===== src/rtl/usbw_pkg.sv =====
// Package: shared register offsets, bit positions and the per-group
// write-strobe bundle for the USB wrapper register block.
// Assumes an 8-bit byte address and 32-bit data words.
package usbw_pkg;

    localparam int unsigned ADDR_W = 8;
    localparam int unsigned DATA_W = 32;

    // Byte offsets; software drivers depend on these positions.
    localparam logic [ADDR_W-1:0] OFS_REV    = 8'h00;
    localparam logic [ADDR_W-1:0] OFS_CTRL   = 8'h14;
    localparam logic [ADDR_W-1:0] OFS_STAT   = 8'h18;
    localparam logic [ADDR_W-1:0] OFS_EP_ST  = 8'h30;
    localparam logic [ADDR_W-1:0] OFS_CO_ST  = 8'h34;
    localparam logic [ADDR_W-1:0] OFS_EP_SET = 8'h38;
    localparam logic [ADDR_W-1:0] OFS_CO_SET = 8'h3C;
    localparam logic [ADDR_W-1:0] OFS_EP_CLR = 8'h40;
    localparam logic [ADDR_W-1:0] OFS_CO_CLR = 8'h44;
    localparam logic [ADDR_W-1:0] OFS_PHY    = 8'hE0;
    localparam logic [ADDR_W-1:0] OFS_MODE   = 8'hE8;

    // Bit positions inside individual words.
    localparam int unsigned CTRL_SRST_BIT  = 0;
    localparam int unsigned MODE_SEL_BIT   = 7;
    localparam int unsigned MODE_SWID_BIT  = 8;
    localparam int unsigned PHY_OTGDIS_BIT = 21;

    // Write strobes delivered to one interrupt group.
    typedef struct packed {
        logic clr_pend;   // write-one-to-clear on the pending word
        logic en_set;     // write-one-to-set on the enable mask
        logic en_clr;     // write-one-to-clear on the enable mask
    } grp_wr_t;

endpackage


===== src/rtl/usbw_irq_group.sv =====
// Module: one interrupt group (pending word plus enable mask).
// Pending bits latch on a rising source edge and clear on a write of
// ones; a new edge wins over a clear in the same cycle. The enable mask
// is changed through separate set and clear strobes. Bits outside VALID
// never set. Assumes sources are already synchronous to clk.
module usbw_irq_group
    import usbw_pkg::*;
#(
    parameter int unsigned W     = 9,
    parameter logic [W-1:0] VALID = '1
) (
    input  logic          clk,
    input  logic          rst_n,
    input  logic [W-1:0]  src,
    input  grp_wr_t       wr,
    input  logic [W-1:0]  wdata,
    output logic [W-1:0]  pend_q,
    output logic [W-1:0]  enab_q,
    output logic          active
);

    logic [W-1:0] src_q;
    logic [W-1:0] rise;
    logic [W-1:0] clr_vec;

    // Edge and clear vectors for this cycle.
    always_comb begin
        rise    = src & ~src_q & VALID;
        clr_vec = wr.clr_pend ? (wdata & VALID) : '0;
    end

    // Source history, pending latch and enable mask.
    always_ff @(posedge clk) begin
        if (!rst_n) begin
            src_q  <= '0;
            pend_q <= '0;
            enab_q <= '0;
        end else begin
            src_q  <= src;
            pend_q <= ((pend_q & ~clr_vec) | rise) & VALID;
            if (wr.en_set)
                enab_q <= (enab_q | wdata) & VALID;
            else if (wr.en_clr)
                enab_q <= enab_q & ~wdata;
        end
    end

    // Group request: some pending bit that is enabled.
    assign active = |(pend_q & enab_q);

    AST_EDGE_LATCHES: assert property (@(posedge clk) disable iff (!rst_n)
        (|rise) |=> ((pend_q & $past(rise)) == $past(rise)));
    AST_W1C_CLEARS: assert property (@(posedge clk) disable iff (!rst_n)
        wr.clr_pend |=> ((pend_q & $past(clr_vec & ~rise)) == '0));
    AST_EN_SET_TAKES: assert property (@(posedge clk) disable iff (!rst_n)
        wr.en_set |=> ((enab_q & $past(wdata & VALID)) == $past(wdata & VALID)));
    AST_EN_CLR_TAKES: assert property (@(posedge clk) disable iff (!rst_n)
        (wr.en_clr && !wr.en_set) |=> ((enab_q & $past(wdata)) == '0));

endmodule


===== src/rtl/usbw_cfg_regs.sv =====
// Module: control-side registers of the USB wrapper: self-clearing soft
// reset, PHY control word and the ID override mode bits.
// Assumes at most one write strobe is active per cycle.
module usbw_cfg_regs
    import usbw_pkg::*;
#(
    parameter logic [DATA_W-1:0] PHY_RESET = 32'h0020_0000
) (
    input  logic              clk,
    input  logic              rst_n,
    input  logic              ctrl_we,
    input  logic              srst_bit,
    input  logic              phy_we,
    input  logic [DATA_W-1:0] phy_wdata,
    input  logic              mode_we,
    input  logic              mode_sel_bit,
    input  logic              mode_swid_bit,
    input  logic              phy_id_in,
    output logic              soft_rst_q,
    output logic [DATA_W-1:0] phy_q,
    output logic              sel_q,
    output logic              swid_q,
    output logic              id_out
);

    // Soft reset pulse: set by a write of 1, gone the cycle after.
    always_ff @(posedge clk) begin
        if (!rst_n) soft_rst_q <= 1'b0;
        else        soft_rst_q <= ctrl_we && srst_bit;
    end

    // PHY control word, full width writable.
    always_ff @(posedge clk) begin
        if (!rst_n)      phy_q <= PHY_RESET;
        else if (phy_we) phy_q <= phy_wdata;
    end

    // Mode bits: ID select and software ID value.
    always_ff @(posedge clk) begin
        if (!rst_n) begin
            sel_q  <= 1'b0;
            swid_q <= 1'b0;
        end else if (mode_we) begin
            sel_q  <= mode_sel_bit;
            swid_q <= mode_swid_bit;
        end
    end

    // Effective ID: software value when selected, PHY pin otherwise.
    assign id_out = sel_q ? swid_q : phy_id_in;

    AST_SRST_ONE_CYCLE: assert property (@(posedge clk) disable iff (!rst_n)
        (soft_rst_q && !(ctrl_we && srst_bit)) |=> !soft_rst_q);
    AST_PHY_HOLDS: assert property (@(posedge clk) disable iff (!rst_n)
        !phy_we |=> $stable(phy_q));
    AST_MODE_HOLDS: assert property (@(posedge clk) disable iff (!rst_n)
        !mode_we |=> ($stable(sel_q) && $stable(swid_q)));

endmodule


===== src/rtl/usb_wrap_regs.sv =====
// Module: top of the USB wrapper register block. Decodes the register
// bus, hosts the endpoint and core interrupt groups and the control
// registers, and registers the combined interrupt line.
// Assumes TX_EPS + RX_EPS equals the 32-bit data width and CORE_W < 32.
module usb_wrap_regs
    import usbw_pkg::*;
#(
    parameter int unsigned       TX_EPS    = 16,
    parameter int unsigned       RX_EPS    = 16,
    parameter int unsigned       CORE_W    = 9,
    parameter logic [31:0]       REVISION  = 32'h4EA2_0800,
    parameter logic [31:0]       PHY_RESET = 32'h0020_0000
) (
    input  logic                 clk,
    input  logic                 rst_n,
    input  logic [7:0]           bus_addr,
    input  logic                 bus_we,
    input  logic [31:0]          bus_wdata,
    output logic [31:0]          bus_rdata,
    input  logic [TX_EPS-1:0]    tx_ep_src,
    input  logic [RX_EPS-1:1]    rx_ep_src,
    input  logic [CORE_W-1:0]    core_src,
    input  logic                 vbus_drv_lvl,
    input  logic                 phy_id_in,
    output logic                 irq,
    output logic                 core_soft_reset,
    output logic [31:0]          phy_ctrl,
    output logic                 otg_disable,
    output logic                 id_out
);

    localparam int unsigned      EP_W     = TX_EPS + RX_EPS;
    localparam logic [EP_W-1:0]  EP_VALID = {{(RX_EPS-1){1'b1}}, 1'b0, {TX_EPS{1'b1}}};
    localparam logic [CORE_W-1:0] CO_VALID = '1;
    localparam int unsigned      CO_PAD   = DATA_W - CORE_W;

    grp_wr_t             ep_wr, co_wr;
    logic [EP_W-1:0]     ep_src, ep_pend, ep_enab;
    logic [CORE_W-1:0]   co_pend, co_enab;
    logic                ep_active, co_active;
    logic                sel_q, swid_q;

    // Endpoint source word: receive endpoint 0 has no source.
    assign ep_src = {rx_ep_src, 1'b0, tx_ep_src};

    // Write decode into per-group strobes.
    always_comb begin
        ep_wr.clr_pend = bus_we && (bus_addr == OFS_EP_ST);
        ep_wr.en_set   = bus_we && (bus_addr == OFS_EP_SET);
        ep_wr.en_clr   = bus_we && (bus_addr == OFS_EP_CLR);
        co_wr.clr_pend = bus_we && (bus_addr == OFS_CO_ST);
        co_wr.en_set   = bus_we && (bus_addr == OFS_CO_SET);
        co_wr.en_clr   = bus_we && (bus_addr == OFS_CO_CLR);
    end

    usbw_irq_group #(.W(EP_W), .VALID(EP_VALID)) u_ep_grp (
        .clk    (clk),
        .rst_n  (rst_n),
        .src    (ep_src),
        .wr     (ep_wr),
        .wdata  (bus_wdata[EP_W-1:0]),
        .pend_q (ep_pend),
        .enab_q (ep_enab),
        .active (ep_active)
    );

    usbw_irq_group #(.W(CORE_W), .VALID(CO_VALID)) u_core_grp (
        .clk    (clk),
        .rst_n  (rst_n),
        .src    (core_src),
        .wr     (co_wr),
        .wdata  (bus_wdata[CORE_W-1:0]),
        .pend_q (co_pend),
        .enab_q (co_enab),
        .active (co_active)
    );

    usbw_cfg_regs #(.PHY_RESET(PHY_RESET)) u_cfg (
        .clk           (clk),
        .rst_n         (rst_n),
        .ctrl_we       (bus_we && (bus_addr == OFS_CTRL)),
        .srst_bit      (bus_wdata[CTRL_SRST_BIT]),
        .phy_we        (bus_we && (bus_addr == OFS_PHY)),
        .phy_wdata     (bus_wdata),
        .mode_we       (bus_we && (bus_addr == OFS_MODE)),
        .mode_sel_bit  (bus_wdata[MODE_SEL_BIT]),
        .mode_swid_bit (bus_wdata[MODE_SWID_BIT]),
        .phy_id_in     (phy_id_in),
        .soft_rst_q    (core_soft_reset),
        .phy_q         (phy_ctrl),
        .sel_q         (sel_q),
        .swid_q        (swid_q),
        .id_out        (id_out)
    );

    assign otg_disable = phy_ctrl[PHY_OTGDIS_BIT];

    // Combined interrupt, registered once.
    always_ff @(posedge clk) begin
        if (!rst_n) irq <= 1'b0;
        else        irq <= ep_active || co_active;
    end

    // Read mux; unmapped addresses and reserved bits return zero.
    always_comb begin
        bus_rdata = '0;
        case (bus_addr)
            OFS_REV:    bus_rdata = REVISION;
            OFS_CTRL:   bus_rdata[CTRL_SRST_BIT] = core_soft_reset;
            OFS_STAT:   bus_rdata[0] = vbus_drv_lvl;
            OFS_EP_ST:  bus_rdata = ep_pend;
            OFS_CO_ST:  bus_rdata = {{CO_PAD{1'b0}}, co_pend};
            OFS_EP_SET: bus_rdata = ep_enab;
            OFS_CO_SET: bus_rdata = {{CO_PAD{1'b0}}, co_enab};
            OFS_PHY:    bus_rdata = phy_ctrl;
            OFS_MODE: begin
                bus_rdata[MODE_SEL_BIT]  = sel_q;
                bus_rdata[MODE_SWID_BIT] = swid_q;
            end
            default:    bus_rdata = '0;
        endcase
    end

    AST_IRQ_RISES: assert property (@(posedge clk) disable iff (!rst_n)
        (ep_active || co_active) |=> irq);
    AST_IRQ_FALLS: assert property (@(posedge clk) disable iff (!rst_n)
        !(ep_active || co_active) |=> !irq);
    AST_RX0_NEVER: assert property (@(posedge clk) disable iff (!rst_n)
        ep_wr.en_set |=> !ep_enab[TX_EPS]);

endmodule


===== config.mk =====
export PLATFORM = sky130hd
export DESIGN_NAME = usb_wrap_regs
export DESIGN_NICKNAME = d
export VERILOG_FILES = /design/src/rtl/usbw_pkg.sv /design/src/rtl/usbw_irq_group.sv /design/src/rtl/usbw_cfg_regs.sv /design/src/rtl/usb_wrap_regs.sv
export SDC_FILE = /design/constraint.sdc
export NUM_CORES = 1
export LEC_CHECK = 0
export BUFFER_PORTS_ARGS = -buffer_cell sky130_fd_sc_hd__buf_2
export CAP_MARGIN = 40
export CORE_MARGIN = 3
export CORE_UTILIZATION = 49
export CTS_CLUSTER_DIAMETER = 200
export DETAILED_ROUTE_END_ITERATION = 7
export PLACE_DENSITY = 0.8
export SLEW_MARGIN = 20
export SYNTH_ARGS = -nofsm -noshare
export SYNTH_HDL_FRONTEND = slang
export SYNTH_HIERARCHICAL = 1
export SYNTH_SLANG_ARGS = --single-unit

===== constraint.sdc =====
create_clock -name clk -period 1.95 [get_ports clk]
set_input_delay 0.195 -clock clk [delete_from_list [all_inputs] [get_ports clk]]
set_output_delay 0.195 -clock clk [all_outputs]
set_load 0.01 [all_outputs]

**Yosys cells after proc, flatten, opt, wreduce, memory -nomap -nowiden**

Cells that the tools add are included.

- Bits in registers: 159
- Input port bits: 85
- Output and inout bits: 68
- Logic and storage cells: 71

- Equal/unequal tests: 10
- Muxes and demuxes: 11
- Bitwise logic cells: 19
- Reduce and logical (&&, ||, !) cells: 17

Operators by type and width:

| kind | number |
|---|---|
| 32-bit AND | 4 |
| 32-bit 2-to-1 mux | 3 |
| 32-bit inverter | 3 |
| 23-bit one-hot mux with 4 select lines | 1 |
| 32-bit bitwise OR | 2 |
| 9-bit AND | 4 |
| 8-bit by 6-bit == test with 1-bit output (second input constant) | 4 |
| 32-bit OR reduction | 1 |
| 6-bit one-hot mux with 5 select lines | 1 |
| 9-bit 2-to-1 mux | 3 |
| 9-bit inverter | 3 |
| 9-bit bitwise OR | 2 |
| 8-bit by 5-bit == test with 1-bit output (second input constant) | 2 |
| 8-bit by 7-bit == test with 1-bit output (second input constant) | 2 |
| 8-bit == test (second input constant) | 2 |
| 2-bit one-hot mux with 6 select lines | 1 |
| 1-bit logical AND | 10 |
| 9-bit OR reduction | 1 |
| 8-bit logical NOT | 1 |
| 1-bit one-hot mux with 7 select lines | 1 |
| 2-bit nonzero test | 2 |
| 2-bit OR reduction | 1 |
| 1-bit logical OR | 1 |
| 1-bit 2-to-1 mux | 1 |
| 1-bit inverter | 1 |

**Depth between registers and ports, before layout**

Gate-level depths: netlist of the first run.

- Depth after elaboration: 6
- Depth in mapped cells: 11

**Modules after synthesis**

The synthesis of the first run kept the hierarchy.

By module, submodules not included:

| module | times used | cells each | area each (µm²) | seq. area each (µm²) |
|---|---|---|---|---|
| usbw_irq_group (u_ep_grp) | 1 | 385 | 3,525.9 | 1,881.8 |
| usbw_cfg_regs | 1 | 112 | 1,351.3 | 700.7 |
| usb_wrap_regs | 1 | 146 | 1,121.1 | 20.0 |
| usbw_irq_group (u_core_grp) | 1 | 109 | 1,017.2 | 540.5 |

**Worst setup path before layout of the first run**

OpenSTA, ideal clock, no wires.

- Path type: input to register
- Start: input port bus_addr[2]
- End: register u_ep_grp.pend_q[10]
- Arrival time: 1,983 ps
- Data required time: 1,835 ps
- Path slack: -148 ps
- Stages: 11
- Path buffers: 5
- Cells stage by stage: buf_6 > or4_4 > buf_6 > nor2b_1 > buf_4 > buf_6 > and2_1 > clkbuf_1 > nand2_1 > a21oi_1 > nor2b_1

RTL lines:

| what | line | source |
|---|---|---|
| from (decl) | usb_wrap_regs.sv:16 | `input logic [7:0] bus_addr,` |
| to (signal assigned) | usbw_irq_group.sv:40 | `pend_q <= ((pend_q & ~clr_vec) \| rise) & VALID;` |
| to (decl) | usbw_irq_group.sv:17 | `output logic [W-1:0] pend_q,` |

**Worst setup path after layout of the first run**

- Start: input port bus_addr[1]
- End: output port bus_rdata[22]

- Longest elaborated chain between the ends: 2
- Elaborated cells on any way between the ends: 5
- Those cells by class: eq/ne: 3; mux: 1; reduce/logical: 1

Ends and longest elaborated chain:

| what | line | source |
|---|---|---|
| 8-bit == test, or another cell as far along | usb_wrap_regs.sv:107 | `case (bus_addr)` |
| 23-bit one-hot mux with 4 select lines * | usb_wrap_regs.sv:107 |  |
| to (decl) | usb_wrap_regs.sv:19 | `output logic [31:0] bus_rdata,` |

Every way passes the cells marked *; elsewhere a longest branch is shown, timed or not.

==> results.cfg, run 1 <==
[layout]
fin_util_pct = 65.2
multi_input_area_um2 = 3510
seqCellArea_um2 = 3150
syn_to_final_growth_pct = 29.5
fill_cells = 1132
final_nets = 1032
fin_cells = 1141
postLayoutCellArea_um2 = 9080
drive_above_1_share_pct = 26.3

[flow_run]
drv_cap = 0

[critical_path]
worstRegToRegCells = 5
arrival_ps = 1720
crit_top_cell = buf_2
slowest_stage = or4_4
path_max_fanout = 15
crit_path_end_kind = output port
required_ps = 1750
start_kind = primary input
slowest_delay_ps = 590
path_cells = buf_2 -> or4_4 -> nor2b_1 -> buf_4 -> a222oi_1 -> inv_1 -> buf_2
path_class = primary input to output port

[floorplan]
row_count = 43
die_w_um = 126
die-area_um2 = 15800
die_h_um = 126
io_pins = 153
design.core.area_um2 = 13900
initial_core_util_pct = 50.3

[run_status]
outcome = finished clean

[route]
firstDrtPassIters = 7
ant_nets = 0
drt_iter0_drc = 750
routed_wl_mm = 20.2
routed_via_density = 5.57
drc_errors = 0
wire_per_inst_um = 17.7
vias = 6358

[sta]
fmax_mhz = 523
final_hold_viol_count = 0
setup_viol = 0
skew_ps = 6.29
report.final.slew_viol_count = 0
period_share_pct = 98.0
rsz0062_at_grt = false
finalCriticalPeriod_ps = 1910

[cts]
postCtsSetupRepairBufs = 0
cts.sinks = 157
cts_tree = yes
clockBufferDepth = 2
clk_latency_ps = 420
numCtsBuffers = 17
path_clk_slew_ps = 60
cts_max_level = 4
root_buffer = clkbuf_16

[global_route]
grt_pass1_wl_mm = 32.9
grt_max_degree = 73
grt_overflow = 0
antenna_found_initial = 1
grt.total_usage_pct = 25.8
grt_pass1_vias = 6240

[power]
powerDensity_nw_per_um2 = 800
p_total_uw = 7270
p_leak_uw = 0.00361
vdd_ir_drop_max_v = 0.000507

[yosys]
ys_warn_count = 6
syn_nets = 836
synth_area_um2 = 7010
syn_inst = 751
syn_area_per_cell_um2 = 9.34

[min_path]
hold_path_depth = 2
min_path_type = primary input to flip-flop

[placement]
place_inst = 1070
io_buffer_count = 152
placed_cell_area_um2 = 8080
routabilityCongestion = 0.871
dp_hpwl_mm = 14.1
flip-flops by register name, summed over array words and instances, names as in the netlist, named ones only:
| signal | flops |
|---|---|
| u_ep_grp/enab_q | 32 |
| u_cfg/swid_q | 1 |
| irq | 1 |
| u_ep_grp/pend_q | 31 |
| u_core_grp/src_q | 9 |
| u_ep_grp/src_q | 31 |
| u_cfg/phy_q | 32 |
| u_cfg/sel_q | 1 |
| u_cfg/soft_rst_q | 1 |
| u_core_grp/pend_q | 9 |
layout make-up:
type                            count  area share [%]
Antenna cell                        1          0.0276
Clock buffer                       27            5.76
Clock inverter                      5           0.854
Inverter                           15           0.620
Multi-Input combinational cell    530            38.7
Sequential cell                   157            34.6
Tap cell                          180            2.48
Timing Repair Buffer              226            17.0
critical path, delay by kind of cell:
family / cells / cell delay, ps
AOI/OAI and AO/OA: 1 / 120
buffers and inverters: 4 / 590
and+or+nand+nor: 2 / 810
placed cells by master, fill, tap and decap left out, types with 6 or more instances in the layout:
cell type,n
o21ai_2,8
buf_2,151
dfxtp_1,155
a222oi_1,17
a21oi_1,48
nand2_1,93
a22oi_2,10
dlygate4sd3_1,38
a22oi_1,59
buf_12,10
and2_1,41
buf_4,27
mux2i_1,42
inv_1,15
clkbuf_8,6
nor2b_1,155
clkbuf_16,17
metrics by stage:
stage	worst slack (ps)	hold slack (ps)	setup TNS, ps
finish	39.4	16.6	0
global route	4.62	12.3	0
CTS	8.91	4.00	0
detailed placement	6.27	410	0
global placement	79.5	407	0
floorplan	-74.6	292	-1880
layer usage:
layer  vias up  global-route usage (%)  share of wire (%)  routed length [um]
met5         -                       0                  0                   0
met4         0                    10.3                2.6                 524
met3        47                    5.13                7.8                1580
met2       284                    41.6                 47                9500
met1      3014                    34.2                 43                8590
li1       3013                       -                  -                   -
timing repair:
action | CTS | global route
setup endpoints to repair | 1 | 2
resized for setup | 2 | 2
endpoints found under the hold margin | 38 | 0
gates cloned | 0 | 0
hold buffers | 38 | 0
pin swaps | 0 | 1
final timing paths:
path                                     from                          endpoint  slack (ps)
min                             tx_ep_src[11]     u_ep_grp/src_q[11]$_SDFF_PN0_          20
min reg2reg  u_ep_grp/enab_q[16]$_SDFFE_PP0P_  u_ep_grp/enab_q[16]$_SDFFE_PP0P_         460
max                               bus_addr[1]                     bus_rdata[22]          40
max reg2reg    u_ep_grp/pend_q[27]$_SDFF_PN0_                    irq$_SDFF_PN0_         120
power by group:
| group | internal (uW) | leakage [uW] | switching, uW | total [uW] |
|---|---|---|---|---|
| Combinational | 278 | 0.00203 | 251 | 529 |
| Clock | 2090 | 0.000294 | 1250 | 3340 |
| Sequential | 3320 | 0.00129 | 81.1 | 3400 |
| Total | 5690 | 0.00361 | 1580 | 7270 |
No activity file was read; power rests on OpenSTA's default activity.
==> run 2: changes to the inputs <==
--- a/config.mk
+++ b/config.mk
@@ -11,7 +11,9 @@
 export CORE_UTILIZATION = 49
 export CTS_CLUSTER_DIAMETER = 200
 export DETAILED_ROUTE_END_ITERATION = 7
+export HOLD_SLACK_MARGIN = 0.06
 export PLACE_DENSITY = 0.8
+export RECOVER_POWER = 100
 export SLEW_MARGIN = 20
 export SYNTH_ARGS = -nofsm -noshare
 export SYNTH_HDL_FRONTEND = slang
==> run 2 against run 1 <==
Net effect: the run now ends with design-rule violations left; combinational power is essentially flat; power is essentially flat; die area unchanged; critical path type is now flip-flop to output port; wire length is 0.89% higher; flip-flop and latch count unchanged; clock power barely moved; highest routed layer unchanged; fmax rose by 0.26%; global-route usage is 0.11 points higher; worst setup slack better by 4.9 ps; clock-buffer cell count stayed put.
==> results.cfg, run 2 (synthesized netlist as in run 1, its figures left out) <==
[run_status]
violations = design-rule violations
outcome = finished with violations

[sta]
period_share_pct = 97.7
finalCriticalPeriod_ps = 1910
worst_pin_slew_ps = 1200
fmax_mhz = 525
skew_ps = 5.63
fin_setup_tns_ps = 0
final_hold_viol_count = 0
setup_viol = 0
rsz0062_at_grt = false
report.final.slew_viol_count = 0
slew_headroom_pct = 20.1
fin_ws_ps = 44.3

[global_route]
grt_pass1_vias = 6273
grt_overflow = 0
grt_pass1_wl_mm = 33.0
grt.total_usage_pct = 25.9
grt_max_degree = 73
antenna_found_initial = 1

[layout]
postLayoutCellArea_um2 = 8950
fill_cells = 1174
multi_input_area_um2 = 3500
final_nets = 1036
drive_above_1_share_pct = 19.1
final_cell_mix = nor2b_1 (155), dfxtp_1 (155), nand2_1 (93), buf_2 (81), clkbuf_1 (67)
syn_to_final_growth_pct = 27.6
seqCellArea_um2 = 3150
reg_top3 = u_cfg/phy_q: 32 flops, u_ep_grp/enab_q: 32 flops

[power]
seqPwrFrac_pct = 46.8
vdd_ir_drop_max_v = 0.000506
p_switching_uw = 1590
combinationalPowerShare_pct = 7.3
p_leak_uw = 0.00334
p_total_uw = 7270
p_int_uw = 5680
powerDensity_nw_per_um2 = 813
switching_share_pct = 21.9
pwr-share-clk_pct = 46.0

[critical_path]
start_kind = flip-flop
r2r_setup_slack_ps = 140
slowest_stage = dfxtp_2
path_class = flip-flop to output port
worstRegToRegCells = 5
crit_path_end_kind = output port
path_max_fanout = 3
r2r-start = u_ep_grp/pend_q[27]$_SDFF_PN0_
slowest_delay_ps = 340
arrival_ps = 1710
required_ps = 1750
path_cells = mux2_2 -> a22oi_2 -> nor4b_1 -> a221o_1 -> buf_2
reg2reg_to = irq$_SDFF_PN0_

[route]
wire_per_inst_um = 17.8
routed_via_density = 5.62
drt_iter0_drc = 818
routed_wl_mm = 20.4
ant_nets = 0
firstDrtPassIters = 8
drc_errors = 1
vias = 6440

[min_path]
min_path_type = primary input to flip-flop
hold_start = bus_wdata[10]
hold_path_depth = 3
min_to = u_cfg/phy_q[10]$_SDFFE_PN0P_

[cts]
root_buffer = clkbuf_16
cts_max_level = 4
path_clk_slew_ps = 60
postCtsSetupRepairBufs = 0
clockBufferDepth = 2
numCtsBuffers = 17
cts.sinks = 157
cts_tree = yes
clk_latency_ps = 420

[placement]
placed_cell_area_um2 = 8080
routabilityCongestion = 0.871
io_buffer_count = 152
dp_hpwl_mm = 14.1
pre_cts_slack_ps = 6.27

[floorplan]
die-area_um2 = 15800
row_count = 43
die_h_um = 126
design.core.area_um2 = 13900
die_w_um = 126
io_pins = 153
initial_core_util_pct = 50.3

[flow_run]
drv_cap = 0
## run 2: cell count changes in the layout (fill, tap and decap cells not counted), sizes merged
| cell | before | now |
|---|---|---|
| dlygate4sd3 | 38 | 42 |
| clkbuf | 27 | 107 |
| buf | 188 | 108 |
## run 2: per-stage QoR
step	std cells	utilization [%]	hold WS [ps]
after floorplan	751	-	292
after global placement	1070	58.0	407
after detailed placement	1070	58.0	410
after CTS	1144	65.4	78.8
after global routing	1145	64.2	109
final	1145	64.2	91.9
## run 2: final cells by class
class,instances,share of cell area [%]
multi-input cells,530,39.1
flip-flops and latches,157,35.1
repair buffers,230,15.9
clock buffers,27,5.84
well taps,180,2.52
clock inverters,5,0.867
inverters,15,0.629
diodes,1,0.0280
## run 2: routing by layer
metal	part of all wire, %	track usage, %	vias up
met5	0	0	-
met4	2.4	10.3	0
met3	7.5	5.13	43
met2	48	42.0	311
met1	43	34.2	3074
li1	-	-	3012
## run 2: power groups by stage
stage | clock (uW) | sequential, uW | combinational [uW]
3_3_place_gp | 0 | 3460 | 452
2_1_floorplan | 0 | 3440 | 245
4_1_cts | 3380 | 3400 | 530
5_1_grt | 3530 | 3410 | 579
3_5_place_dp | 0 | 3470 | 460
6_report | 3340 | 3400 | 528
## run 2: worst max-delay path by stage
stage	start	end	slack, ps	depth (start not counted)
after detailed placement	bus_addr[5]	u_ep_grp/enab_q[13]$_SDFFE_PN0P_	6	8
final	u_core_grp/pend_q[1]$_SDFF_PN0_	bus_rdata[1]	40	5
after global routing	u_ep_grp/pend_q[8]$_SDFF_PN0_	bus_rdata[8]	5	4
after CTS	u_core_grp/pend_q[1]$_SDFF_PN0_	bus_rdata[1]	9	5
after floorplan	bus_addr[2]	u_cfg/phy_q[21]$_SDFFE_PN1P_	-70	11
after global placement	bus_addr[5]	u_ep_grp/enab_q[27]$_SDFFE_PN0P_	80	8
## run 2: repair_timing
item                                   CTS  global route
endpoints found under the hold margin   43             0
hold buffers                            42             0
setup endpoints to repair                1             3
gates resized for setup                  2             3
pin swaps                                0             1
## run 2: worst max-delay path: cells and delay by family (launching register included)
kind | cells | cell delay [ps]
mux | 1 | 270
simple gates | 1 | 70
buf+inv | 1 | 150
compound gates | 2 | 460
flops | 1 | 340
